$ cat config.mk
export PLATFORM = sky130hd
export DESIGN_NAME = cos_irq_ctrl
export DESIGN_NICKNAME = d
export VERILOG_FILES = /design/src/rtl/cos_pkg.sv /design/src/rtl/cos_sync.sv /design/src/rtl/cos_detect.sv /design/src/rtl/cos_capture.sv /design/src/rtl/cos_irq_ctrl.sv
export SDC_FILE = /design/constraint.sdc
export NUM_CORES = 1
export LEC_CHECK = 0
export ABC_AREA = 1
export BUFFER_PORTS_ARGS = -buffer_cell sky130_fd_sc_hd__clkbuf_2
export CELL_PAD_IN_SITES_DETAIL_PLACEMENT = 0
export CELL_PAD_IN_SITES_GLOBAL_PLACEMENT = 1
export CORE_MARGIN = 2
export CORE_UTILIZATION = 45
export DETAILED_ROUTE_END_ITERATION = 7
export GPL_ROUTABILITY_DRIVEN = 0
export PLACE_DENSITY = 0.81
export REMOVE_ABC_BUFFERS = 1
export SLEW_MARGIN = 20
export SYNTH_ARGS = -nofsm -noshare
export SYNTH_HDL_FRONTEND = slang
export SYNTH_HIERARCHICAL = 1
export SYNTH_SLANG_ARGS = --single-unit
$ cat constraint.sdc
create_clock -name clk -period 3 [get_ports clk]
set_input_delay 0.6 -clock clk [delete_from_list [all_inputs] [get_ports clk]]
set_output_delay 0.6 -clock clk [all_outputs]
set_load 0.1 [all_outputs]
$ cat src/rtl/cos_pkg.sv
package cos_pkg;
   localparam int ADDR_W = 2;

   localparam logic [ADDR_W-1:0] A_MASK_HI = 2'd0;
   localparam logic [ADDR_W-1:0] A_MASK_LO = 2'd1;
   localparam logic [ADDR_W-1:0] A_CTRL    = 2'd2;
   localparam logic [ADDR_W-1:0] A_STATUS  = 2'd3;

   typedef enum logic {
      CMB_EDGE  = 1'b0,
      CMB_LEVEL = 1'b1
   } combine_e;

   typedef struct packed {
      combine_e mode;    // bit 1
      logic     enable;  // bit 0
   } ctrl_t;
endpackage

$ cat src/rtl/cos_sync.sv
module cos_sync #(
   parameter int W      = 16,
   parameter int STAGES = 2
) (
   input  logic         clk,
   input  logic         rst_n,
   input  logic [W-1:0] async_i,
   output logic [W-1:0] cur_o,
   output logic [W-1:0] prev_o
);
   if (STAGES < 2) begin : g_bad_stages
      $error("cos_sync: STAGES must be at least 2");
   end

   logic [STAGES-1:0][W-1:0] chain_q;
   logic [W-1:0]             prev_q;

   for (genvar s = 0; s < STAGES; s++) begin : g_stage
      if (s == 0) begin : g_first
         always_ff @(posedge clk or negedge rst_n) begin
            if (!rst_n) chain_q[0] <= '0;
            else        chain_q[0] <= async_i;
         end
      end else begin : g_next
         always_ff @(posedge clk or negedge rst_n) begin
            if (!rst_n) chain_q[s] <= '0;
            else        chain_q[s] <= chain_q[s-1];
         end
      end
   end

   always_ff @(posedge clk or negedge rst_n) begin
      if (!rst_n) prev_q <= '0;
      else        prev_q <= chain_q[STAGES-1];
   end

   assign cur_o  = chain_q[STAGES-1];
   assign prev_o = prev_q;
endmodule

$ cat src/rtl/cos_detect.sv
module cos_detect #(
   parameter int W = 16
) (
   input  logic [W-1:0] cur_i,
   input  logic [W-1:0] prev_i,
   input  logic [W-1:0] mask_hi_i,
   input  logic [W-1:0] mask_lo_i,
   output logic [W-1:0] edge_hit_o,
   output logic [W-1:0] lvl_ok_o,
   output logic [W-1:0] changed_o
);
   for (genvar c = 0; c < W; c++) begin : g_ch
      logic rise, fall;
      assign rise          = cur_i[c] & ~prev_i[c];
      assign fall          = ~cur_i[c] & prev_i[c];
      assign edge_hit_o[c] = (rise & mask_hi_i[c]) | (fall & mask_lo_i[c]);
      // unselected channels are neutral in the AND; both-selected never holds
      assign lvl_ok_o[c]   = (~mask_hi_i[c] | cur_i[c]) & (~mask_lo_i[c] | ~cur_i[c]);
      assign changed_o[c]  = rise | fall;
   end
endmodule

$ cat src/rtl/cos_capture.sv
module cos_capture #(
   parameter int W = 16
) (
   input  logic         clk,
   input  logic         rst_n,
   input  logic         enable_i,
   input  logic         level_mode_i,
   input  logic [W-1:0] sel_i,
   input  logic [W-1:0] edge_hit_i,
   input  logic [W-1:0] lvl_ok_i,
   input  logic [W-1:0] changed_i,
   input  logic         rearm_i,
   input  logic         clr_i,
   output logic [W-1:0] status_o,
   output logic         irq_o
);
   logic [W-1:0] status_q;
   logic         irq_q;
   logic         armed_q;
   logic         pattern_met;
   logic         fire_edge, fire_level;
   logic [W-1:0] new_ev;

   assign pattern_met = (|sel_i) && (&lvl_ok_i);
   assign fire_edge   = enable_i && !level_mode_i && (|edge_hit_i);
   assign fire_level  = enable_i && level_mode_i && armed_q && pattern_met;

   always_comb begin
      new_ev = '0;
      if (fire_edge)       new_ev = edge_hit_i;
      else if (fire_level) new_ev = sel_i;
   end

   always_ff @(posedge clk or negedge rst_n) begin
      if (!rst_n) begin
         status_q <= '0;
         irq_q    <= 1'b0;
      end else begin
         status_q <= (clr_i ? '0 : status_q) | new_ev;
         irq_q    <= (clr_i ? 1'b0 : irq_q) | (|new_ev);
      end
   end

   always_ff @(posedge clk or negedge rst_n) begin
      if (!rst_n)                       armed_q <= 1'b1;
      else if (rearm_i)                 armed_q <= 1'b1;
      else if (fire_level)              armed_q <= 1'b0;
      else if (|(changed_i & sel_i))    armed_q <= 1'b1;
   end

   assign status_o = status_q;
   assign irq_o    = irq_q;

   p_disabled_hold_r9: assert property (@(posedge clk) disable iff (!rst_n)
      (!enable_i && !clr_i) |=> $stable(status_q));

   p_read_clears_r8: assert property (@(posedge clk) disable iff (!rst_n)
      (clr_i && !enable_i) |=> (status_q == '0 && !irq_q));

   p_irq_held_r8: assert property (@(posedge clk) disable iff (!rst_n)
      (irq_q && !clr_i) |=> irq_q);

   p_level_disarm_r6: assert property (@(posedge clk) disable iff (!rst_n)
      (enable_i && level_mode_i && armed_q && pattern_met && !rearm_i) |=> !armed_q);

   p_edge_capture_r3: assert property (@(posedge clk) disable iff (!rst_n)
      (enable_i && !level_mode_i && (|edge_hit_i)) |=> irq_q);
endmodule

$ cat src/rtl/cos_irq_ctrl.sv
module cos_irq_ctrl
   import cos_pkg::*;
#(
   parameter int NUM_CH      = 16,
   parameter int SYNC_STAGES = 2
) (
   input  logic              clk,
   input  logic              rst_n,
   input  logic [NUM_CH-1:0] din,
   input  logic              bus_wr,
   input  logic              bus_rd,
   input  logic [ADDR_W-1:0] bus_addr,
   input  logic [NUM_CH-1:0] bus_wdata,
   output logic [NUM_CH-1:0] bus_rdata,
   output logic              irq_o
);
   localparam int CTRL_W = $bits(ctrl_t);

   if (NUM_CH < CTRL_W) begin : g_bad_width
      $error("cos_irq_ctrl: NUM_CH must hold the control word");
   end

   logic [NUM_CH-1:0] mask_hi_q, mask_lo_q;
   ctrl_t             ctrl_q;
   ctrl_t             ctrl_wr;
   logic              rearm, clr;
   logic [NUM_CH-1:0] cur, prev, edge_hit, lvl_ok, changed, status;
   logic              unused_wbits;

   assign ctrl_wr      = ctrl_t'(bus_wdata[CTRL_W-1:0]);
   assign unused_wbits = ^bus_wdata;

   always_ff @(posedge clk or negedge rst_n) begin
      if (!rst_n) begin
         mask_hi_q <= '0;
         mask_lo_q <= '0;
         ctrl_q    <= '0;
      end else if (bus_wr) begin
         case (bus_addr)
            A_MASK_HI: mask_hi_q <= bus_wdata;
            A_MASK_LO: mask_lo_q <= bus_wdata;
            A_CTRL:    ctrl_q    <= ctrl_wr;
            default:   ;
         endcase
      end
   end

   // a new selection or combine mode starts armed; enable toggles keep arming state
   assign rearm = bus_wr && ((bus_addr == A_MASK_HI) || (bus_addr == A_MASK_LO) ||
                  ((bus_addr == A_CTRL) && (ctrl_wr.mode != ctrl_q.mode)));
   assign clr   = bus_rd && (bus_addr == A_STATUS);

   always_comb begin
      case (bus_addr)
         A_MASK_HI: bus_rdata = mask_hi_q;
         A_MASK_LO: bus_rdata = mask_lo_q;
         A_CTRL:    bus_rdata = {{(NUM_CH-CTRL_W){1'b0}}, ctrl_q};
         default:   bus_rdata = status;
      endcase
   end

   cos_sync #(.W(NUM_CH), .STAGES(SYNC_STAGES)) u_sync (
      .clk     (clk),
      .rst_n   (rst_n),
      .async_i (din),
      .cur_o   (cur),
      .prev_o  (prev)
   );

   cos_detect #(.W(NUM_CH)) u_detect (
      .cur_i      (cur),
      .prev_i     (prev),
      .mask_hi_i  (mask_hi_q),
      .mask_lo_i  (mask_lo_q),
      .edge_hit_o (edge_hit),
      .lvl_ok_o   (lvl_ok),
      .changed_o  (changed)
   );

   cos_capture #(.W(NUM_CH)) u_capture (
      .clk          (clk),
      .rst_n        (rst_n),
      .enable_i     (ctrl_q.enable),
      .level_mode_i (ctrl_q.mode == CMB_LEVEL),
      .sel_i        (mask_hi_q | mask_lo_q),
      .edge_hit_i   (edge_hit),
      .lvl_ok_i     (lvl_ok),
      .changed_i    (changed),
      .rearm_i      (rearm),
      .clr_i        (clr),
      .status_o     (status),
      .irq_o        (irq_o)
   );

   p_unselected_ignored_r11: assert property (@(posedge clk) disable iff (!rst_n)
      ((status & ~$past(status) & ~(mask_hi_q | mask_lo_q)) == '0) || $past(bus_wr));
endmodule

# --- After elaboration in Yosys (flattened, before gate mapping) ---
# Index checks and enable logic that the tools add are counted.
classes:
  eq_ne: 4
  mux: 8
  bitwise_logic: 212
  n_reduce_logical: 22
op_table:
  columns: ["op", "count"]
  rows:
  - ["$and 1x1->1", 80]
  - ["$or 1x1->1", 65]
  - ["$not 1->1", 64]
  - ["$reduce_or 16->1", 4]
  - ["$mux 16", 3]
  - ["$pmux 16 s3", 1]
  - ["$or 16x16->16", 2]
  - ["$and 16x16->16", 1]
  - ["$reduce_and 16->1", 1]
  - ["$logic_and 1x1->1", 9]
  - ["$reduce_and 2->1", 3]
  - ["$eq 2x2->1 const B", 2]
  - ["$mux 1", 4]
  - ["$reduce_bool 3->1", 1]
  - ["$eq 2x1->1 const B", 1]
  - ["$logic_not 2->1", 1]
  - ["$logic_or 1x1->1", 2]
  - ["$logic_not 1->1", 1]
  - ["$ne 1x1->1", 1]
word_totals:
  ff_bits: 100
  in_bits: 38
  output_inout_bits: 17
  wordCells: 256

# --- Longest topological paths before layout ---
# Gate-level depths: netlist of run 1.
logic_depth:
  ltp_word: 10
  ltp_mapped: 15

# --- Cells and area by module ---
# Netlist of run 1, hierarchy kept.
modules_own_cells:
  columns: ["mod", "instances", "cells_each", "area_per_inst_um2", "seq_area_each_um2"]
  rows:
  - ["cos_irq_ctrl", 1, 227, 1811.7, 850.8]
  - ["cos_sync", 1, 64, 1321.3, 1201.2]
  - ["cos_capture", 1, 193, 1298.7, 451.7]
  - ["cos_detect", 1, 208, 1061.0, 0.0]

# --- Worst setup path before layout of run 1 ---
# OpenSTA, ideal clock, no wires.
synth_timing:
  path_kind: "input-to-output"
  startpoint: "in bus_addr[0]"
  endpoint: "out bus_rdata[10]"
  arrival_time_ns: 1.744
  slack_ns: 0.656
  path_stages: 5
  n_path_buf: 1
  path_cell_list: "inv_2 > nor2_4 > buf_2 > nand2_1 > nand3_1"
synth_between:
  elab_chain_cells: 2
synth_rtl:
  columns: ["element", "line", "rtl"]
  rows:
  - ["from (decl)", "cos_irq_ctrl.sv:12", "input logic [ADDR_W-1:0] bus_addr,"]
  - ["$eq 2x2->1 (tied with other cells)", "cos_irq_ctrl.sv:54", "case (bus_addr)"]
  - ["$pmux 16 s3 *", "cos_irq_ctrl.sv:54", null]
  - ["to (decl)", "cos_irq_ctrl.sv:14", "output logic [NUM_CH-1:0] bus_rdata,"]
# Every way passes the cells marked *; elsewhere a longest branch is shown, timed or not.

# --- Final worst setup path of run 1 ---
layout_timing:
  startpoint: "in bus_addr[0]"
  endpoint: "out bus_rdata[4]"
# The elaborated chain is that of the path after synthesis.

==> results_dict.tcl, run 1 <==
set metrics [dict create \
    outcome "completed" \
    crit_fanout 17 \
    criticalPathCategory "input pin to output port" \
    cp.arrival_ns 1.93 \
    p_leak_nw 3.422 \
    rr_worst_depth 14 \
    power.switching_mw 1.391 \
    setup_tns_ns 0 \
    io_pins 55 \
    hpwl_mm 8.739 \
    cts-root-buf "clkbuf_16" \
    synth-seq-cells 100 \
    clock_sinks 100 \
    htreeDepth 3 \
    grt_usage_pct 20.45 \
    seqPwrFrac_pct 42.0 \
    cts_resized 0 \
    clkLatencyLatePin_ns 0.35 \
    overflow 0 \
    core_area_um2 11960 \
    yosysSeqAreaShare_pct 45.58 \
    cts.clk_slew.worst_paths_ns 0.07 \
    die_x_um 114.5 \
    drtPass1Iterations 5 \
    reg2reg_slack_ns 0.90 \
    vias_per_cell 4.873 \
    post_cts_buffers 0 \
    netlist_area_um2 5493 \
    cts_inserted_buffers 9 \
    die_area_um2 13110 \
    synth_cells 692 \
    post-place-ws_ns 0.4433 \
    yosys_warnings 6 \
    num_rows 40 \
    avgSynthCellArea_um2 7.938 \
    drc_errors 0 \
    crit_path_end_kind "output port" \
    hold_slack_ns 0.2595 \
    area_growth_pct 11.18 \
    maxCapViolCount 0 \
    finalCriticalPeriod_ns 2.535 \
    crit_path_start "bus_addr[0]" \
    hold_path.class "input pin to asynchronous set/reset pin" \
    ant_nets 0 \
    grt_first_pass_wirelength_mm 20.71 \
    grt_max_degree 55 \
    die_y_um 114.5 \
    wl_per_cell_um 13.94 \
    grt_pass1_vias 4271 \
    ys_types 30 \
    sw_frac_of_total_pct 34.71 \
    io_buffers 54 \
    finalClockSkew_ns 0.005856 \
    fin_nets 802 \
    internal_power_mw 2.616 \
    drv_slew 0 \
    cts_tree "yes" \
    antenna_found_initial 0 \
    r2r-start "u_sync/cur_o[9]" \
    slew-limit-headroom_pct 54.68 \
    drive_gt1_share_pct 16.82 \
    setup_viol 0 \
    cts_hold_buf 0 \
    max-clock-path-buffers 2 \
    ir_drop_uv 462.4 \
    initial_utilization_pct 45.92 \
    setup_ws_ns 0.4654 \
    hold_violations 0 \
    worst_pin_slew_ns 0.6774 \
    p_clk_share_pct 33.1 \
    rsz0062_at_grt "false" \
    fin_crit_sh_pct 84.49 \
    wirelength_mm 12.32 \
    first_iter_violations 234 \
    vias 4308 \
    antenna_cells 0 \
    cp.required_ns 2.40 \
    p_per_area_nw_per_um2 656.0 \
    r2r_end "u_capture/irq_o" \
    cp-endpoint "bus_rdata[4]" \
    start_kind "input pin" \
    fmax_mhz 394.5 \
    power_frac_comb_pct 24.9 \
]
[power by group through the flow]
stage          Sequential [mW]  Combinational, mW  Clock, mW
2_1_floorplan             1.68              0.757          0
3_3_place_gp              1.70              0.986          0
3_5_place_dp              1.71               1.00          0
4_1_cts                   1.68               1.01       1.36
5_1_grt                   1.71               1.10       1.43
6_report                  1.68              0.997       1.33
[layout by cell type (no fill, tap or decap), types with 2 or more instances in the layout]
cell type	instances
bufinv_16	3
nand4_1	16
o211ai_1	9
o21ai_2	16
ha_1	32
o21ai_1	10
clkinv_4	2
clkbuf_16	9
nor2_4	5
buf_4	3
nor2_2	3
nor2_1	37
a21oi_1	8
inv_2	3
o21ai_0	15
dfrtp_1	99
nand2_4	4
nand3_1	26
clkbuf_2	53
inv_1	125
nand2_1	232
nand2_2	2
or2_2	16
[layout make-up]
class                      instances  area [µm²]
tap                              147       183.9
timing repair buffer              57       307.8
inverter                         129       486.7
sequential                       100        2504
clock buffer                      10       229.0
multi-input combinational        435        2283
fill                            1157        5854
clock inverter                     6       112.6
[logic make-up (layout without fill, tap and decap cells)]
kind of cell	count (synthesis)	in the layout	share of synthesized area, %
AND/OR/NAND/NOR	344	344	27.36
flip-flops	100	100	45.58
AO/OA/AOI/OAI	59	59	6.925
adder cells (fa/ha/maj)	32	32	7.289
buffers and inverters	157	202	12.85
[layer usage]
metal / wire [µm] / track usage [%] / part of all wire [%] / vias up
li1: - / - / - / 2174
met1: 5693 / 26.96 / 46 / 2019
met2: 5913 / 33.49 / 48 / 104
met3: 557 / 5.294 / 4.5 / 11
met4: 157 / 5.528 / 1.3 / 0
met5: 0 / 0 / 0 / -
[how the worst min path moves through the flow]
stage	start	to	slack, ns
after floorplan	rst_n	ctrl_q[0]	0.30
after detailed placement	u_sync/chain_q[13]	u_sync/cur_o[13]	0.33
after global placement	u_sync/chain_q[13]	u_sync/cur_o[13]	0.33
final	rst_n	mask_lo_q[14]	0.26
after global routing	rst_n	mask_lo_q[14]	0.30
after CTS	rst_n	mask_hi_q[14]	0.28
[flip-flops by register name, indices dropped and copies added (netlist names)]
signal and cells:
mask_hi_q 16, u_capture/armed_q 1, mask_lo_q 16, ctrl_q 2
u_capture/irq_o 1, u_sync/cur_o 16, u_sync/chain_q 16, u_capture/status_o 16
u_sync/prev_o 16
[worst max-delay path, stage by stage]
cell and delay [ns]:
clkbuf_2 0.15, inv_2 0.06, nor2_4 0.44, nand2_1 0.11
nand3_1 0.10, clkbuf_2 0.46
[stage by stage]
stage / util, % / instances / total power [mW] / instance area (µm²)
CTS: 51.06 / 884 / 4.054 / 6107
detailed placement: 48.20 / 868 / 2.708 / 5766
floorplan: - / 664 / 2.440 / 5274
global route: 51.06 / 884 / 4.243 / 6107
global placement: 48.20 / 868 / 2.685 / 5766
finish: 51.06 / 884 / 4.006 / 6107
[cell usage after synthesis]
library cell / instances / area share, %
a21oi_1: 8 / 0.73
and3_1: 1 / 0.11
buf_1: 1 / 0.068
buf_2: 2 / 0.18
buf_4: 19 / 2.6
buf_6: 4 / 0.82
clkbuf_1: 1 / 0.068
clkbuf_8: 1 / 0.25
dfrtp_1: 99 / 45
dfstp_2: 1 / 0.48
ha_1: 32 / 7.3
inv_1: 125 / 8.5
inv_2: 3 / 0.20
inv_4: 1 / 0.11
nand2_1: 232 / 16
nand2_2: 2 / 0.23
nand2_4: 4 / 0.82
nand3_1: 26 / 2.4
nand3_4: 1 / 0.32
nand4_1: 16 / 1.8
nor2_1: 37 / 2.5
nor2_2: 3 / 0.34
nor2_4: 5 / 1.0
nor4_1: 1 / 0.11
o211ai_1: 9 / 1.2
o21a_1: 1 / 0.14
o21ai_0: 15 / 1.4
o21ai_1: 10 / 0.91
o21ai_2: 16 / 2.6
or2_2: 16 / 1.8
Power figures use the tool's default switching activity.
==> run 2: changes to the inputs <==
--- a/config.mk
+++ b/config.mk
@@ -10,10 +10,10 @@
 export CELL_PAD_IN_SITES_DETAIL_PLACEMENT = 0
 export CELL_PAD_IN_SITES_GLOBAL_PLACEMENT = 1
 export CORE_MARGIN = 2
-export CORE_UTILIZATION = 45
+export CORE_UTILIZATION = 40
 export DETAILED_ROUTE_END_ITERATION = 7
 export GPL_ROUTABILITY_DRIVEN = 0
-export PLACE_DENSITY = 0.81
+export PLACE_DENSITY = 0.76
 export REMOVE_ABC_BUFFERS = 1
 export SLEW_MARGIN = 20
 export SYNTH_ARGS = -nofsm -noshare
==> constraint.sdc (replaced) <==
create_clock -name clk -period 2.1 [get_ports clk]
set_input_delay 0.42 -clock clk [delete_from_list [all_inputs] [get_ports clk]]
set_output_delay 0.42 -clock clk [all_outputs]
set_load 0.1 [all_outputs]
==> run 2 against run 1 <==
Compared with the run above:
- via count increased by 0.70%
- flip-flop and latch count did not move
- combinational power is 72% higher
- total power increased by 44%
- setup slack worse by 0.35 ns
- core utilization decreased by 2.3 points
- cell count is 4.3% higher
- worst hold slack got worse by 0.26 ns
- design area is 6.6% higher
- largest power group unchanged
==> results_dict.tcl, run 2 (synthesis results as in run 1) <==
set metrics [dict create \
    first_iter_violations 249 \
    r2r-start "u_sync/cur_o[1]" \
    route.met2.wl_mm 6.104 \
    clock_sinks 100 \
    highest_layer "met4" \
    area_growth_pct 18.52 \
    wirelength_mm 12.79 \
    place_area_um2 6125 \
    setup_tns_ns 0 \
    die_y_um 121.2 \
    reg2reg_slack_ns 0.11 \
    cts-root-buf "clkbuf_16" \
    power.switching_mw 2.027 \
    io_pins 55 \
    crit_path_start "u_sync/cur_o[1]" \
    vias_per_cell 4.705 \
    rr_worst_depth 14 \
    finalClockSkew_ns 0.01116 \
    maxCapViolCount 0 \
    drive_gt1_share_pct 20.38 \
    cp.required_ns 2.34 \
    ant_nets 0 \
    die_area_um2 14690 \
    outcome "completed" \
    worst_pin_slew_ns 0.5947 \
    crit_fanout 7 \
    drtPass1Iterations 4 \
    num_rows 42 \
    wl_per_cell_um 13.87 \
    wl_met3_um 735 \
    io_buffers 54 \
    ir_drop_uv 606.6 \
    layout_commonest_cell "nand2_1" \
    layout_common_cells "nand2_1 (230), inv_1 (120), dfrtp_1 (99)" \
    fin_util_pct 48.77 \
    antenna_cells 0 \
    final_area_um2 6510 \
    antenna_found_initial 0 \
    htreeDepth 3 \
    initial_utilization_pct 41.15 \
    clkLatencyLatePin_ns 0.35 \
    p_leak_nw 3.536 \
    die_x_um 121.2 \
    setup_viol 0 \
    p_clk_share_pct 28.8 \
    fmax_mhz 503.1 \
    power_frac_comb_pct 29.6 \
    wl_met1_mm 5.800 \
    finalCriticalPeriod_ns 1.987 \
    grt_max_degree 44 \
    r2r_end "u_capture/irq_o" \
    fin_cells 922 \
    cts_tree "yes" \
    drv_slew 0 \
    vias 4338 \
    crit_path_end_kind "flip-flop" \
    start_kind "flip-flop" \
    fin_nets 813 \
    sw_frac_of_total_pct 35.13 \
    grt_first_pass_wirelength_mm 21.33 \
    power_mw 5.771 \
    hold_slack_ns 0.0007362 \
    p_per_area_nw_per_um2 886.4 \
    place_inst 903 \
    grt_pass1_vias 4191 \
    fin_crit_sh_pct 94.64 \
    criticalPathCategory "flip-flop to flip-flop" \
    max-clock-path-buffers 2 \
    grt_usage_pct 18.74 \
    internal_power_mw 3.743 \
    drc_errors 0 \
    overflow 0 \
    hold_path.class "input pin to asynchronous set/reset pin" \
    hold_violations 0 \
    cts.clk_slew.worst_paths_ns 0.07 \
    hpwl_mm 9.159 \
    setup_ws_ns 0.1125 \
    slew-limit-headroom_pct 60.31 \
    cp.arrival_ns 2.23 \
    seqPwrFrac_pct 41.6 \
    cts_inserted_buffers 9 \
    core_area_um2 13350 \
    post-place-ws_ns 0.08360 \
]
## run 2: cell count changes in the layout (fill, tap and decap cells not counted), moves of 3 or more
cell / change
buf_12: +19
a21oi_2: +6
nor2_1: -3
buf_4: +7
a21oi_1: -6
inv_2: +5
inv_1: -5
clkbuf_2: -16
nand2_2: +3
## run 2: how the worst max path moves through the flow
stage,to,slack [ns],cells past startpoint
after global placement,u_capture/irq_o,0.13,14
after detailed placement,u_capture/irq_o,0.08,14
after CTS,u_capture/irq_o,0.08,14
after floorplan,bus_rdata[0],0.12,4
final,u_capture/irq_o,0.11,14
after global routing,u_capture/irq_o,-0.03,14
## run 2: metal layers
layer / vias to the layer above / global-route usage (%)
met5: - / 0
met4: 0 / 5.675
met3: 13 / 4.135
met2: 81 / 29.74
met1: 2057 / 25.71
li1: 2187 / -
## run 2: repair_timing
action	4_1_cts	5_1_grt
hold buffers	0	0
endpoints found under the setup margin	0	5
gates resized for setup	0	21
buffers inserted	0	4
## run 2: final cells by class
| type | count | area (µm²) |
|---|---|---|
| tap | 176 | 220.2 |
| clock buffer | 12 | 256.5 |
| fill | 1355 | 6838 |
| multi-input combinational | 436 | 2347 |
| clock inverter | 2 | 35.03 |
| timing repair buffer | 67 | 660.6 |
| sequential | 100 | 2504 |
| inverter | 129 | 486.7 |
## run 2: critical path, cell delays in order (launching register included)
cell,delay [ns]
dfrtp_1,0.42
inv_2,0.05
ha_1,0.19
nand2_1,0.05
nand2_1,0.08
nor2_1,0.13
nand2_1,0.10
nor2_4,0.17
nand2_4,0.10
nand2_4,0.11
nor2_1,0.05
a21oi_1,0.15
nand2_1,0.07
nor2_1,0.11
nand3_1,0.08
## run 2: power by group through the flow
stage               clock network (mW)  logic [mW]  registers [mW]
CTS                               1.73        1.67            2.40
finish                            1.66        1.71            2.40
detailed placement                   0        1.66            2.43
floorplan                            0        1.08            2.40
global route                      1.80        1.86            2.44
global placement                     0        1.65            2.42
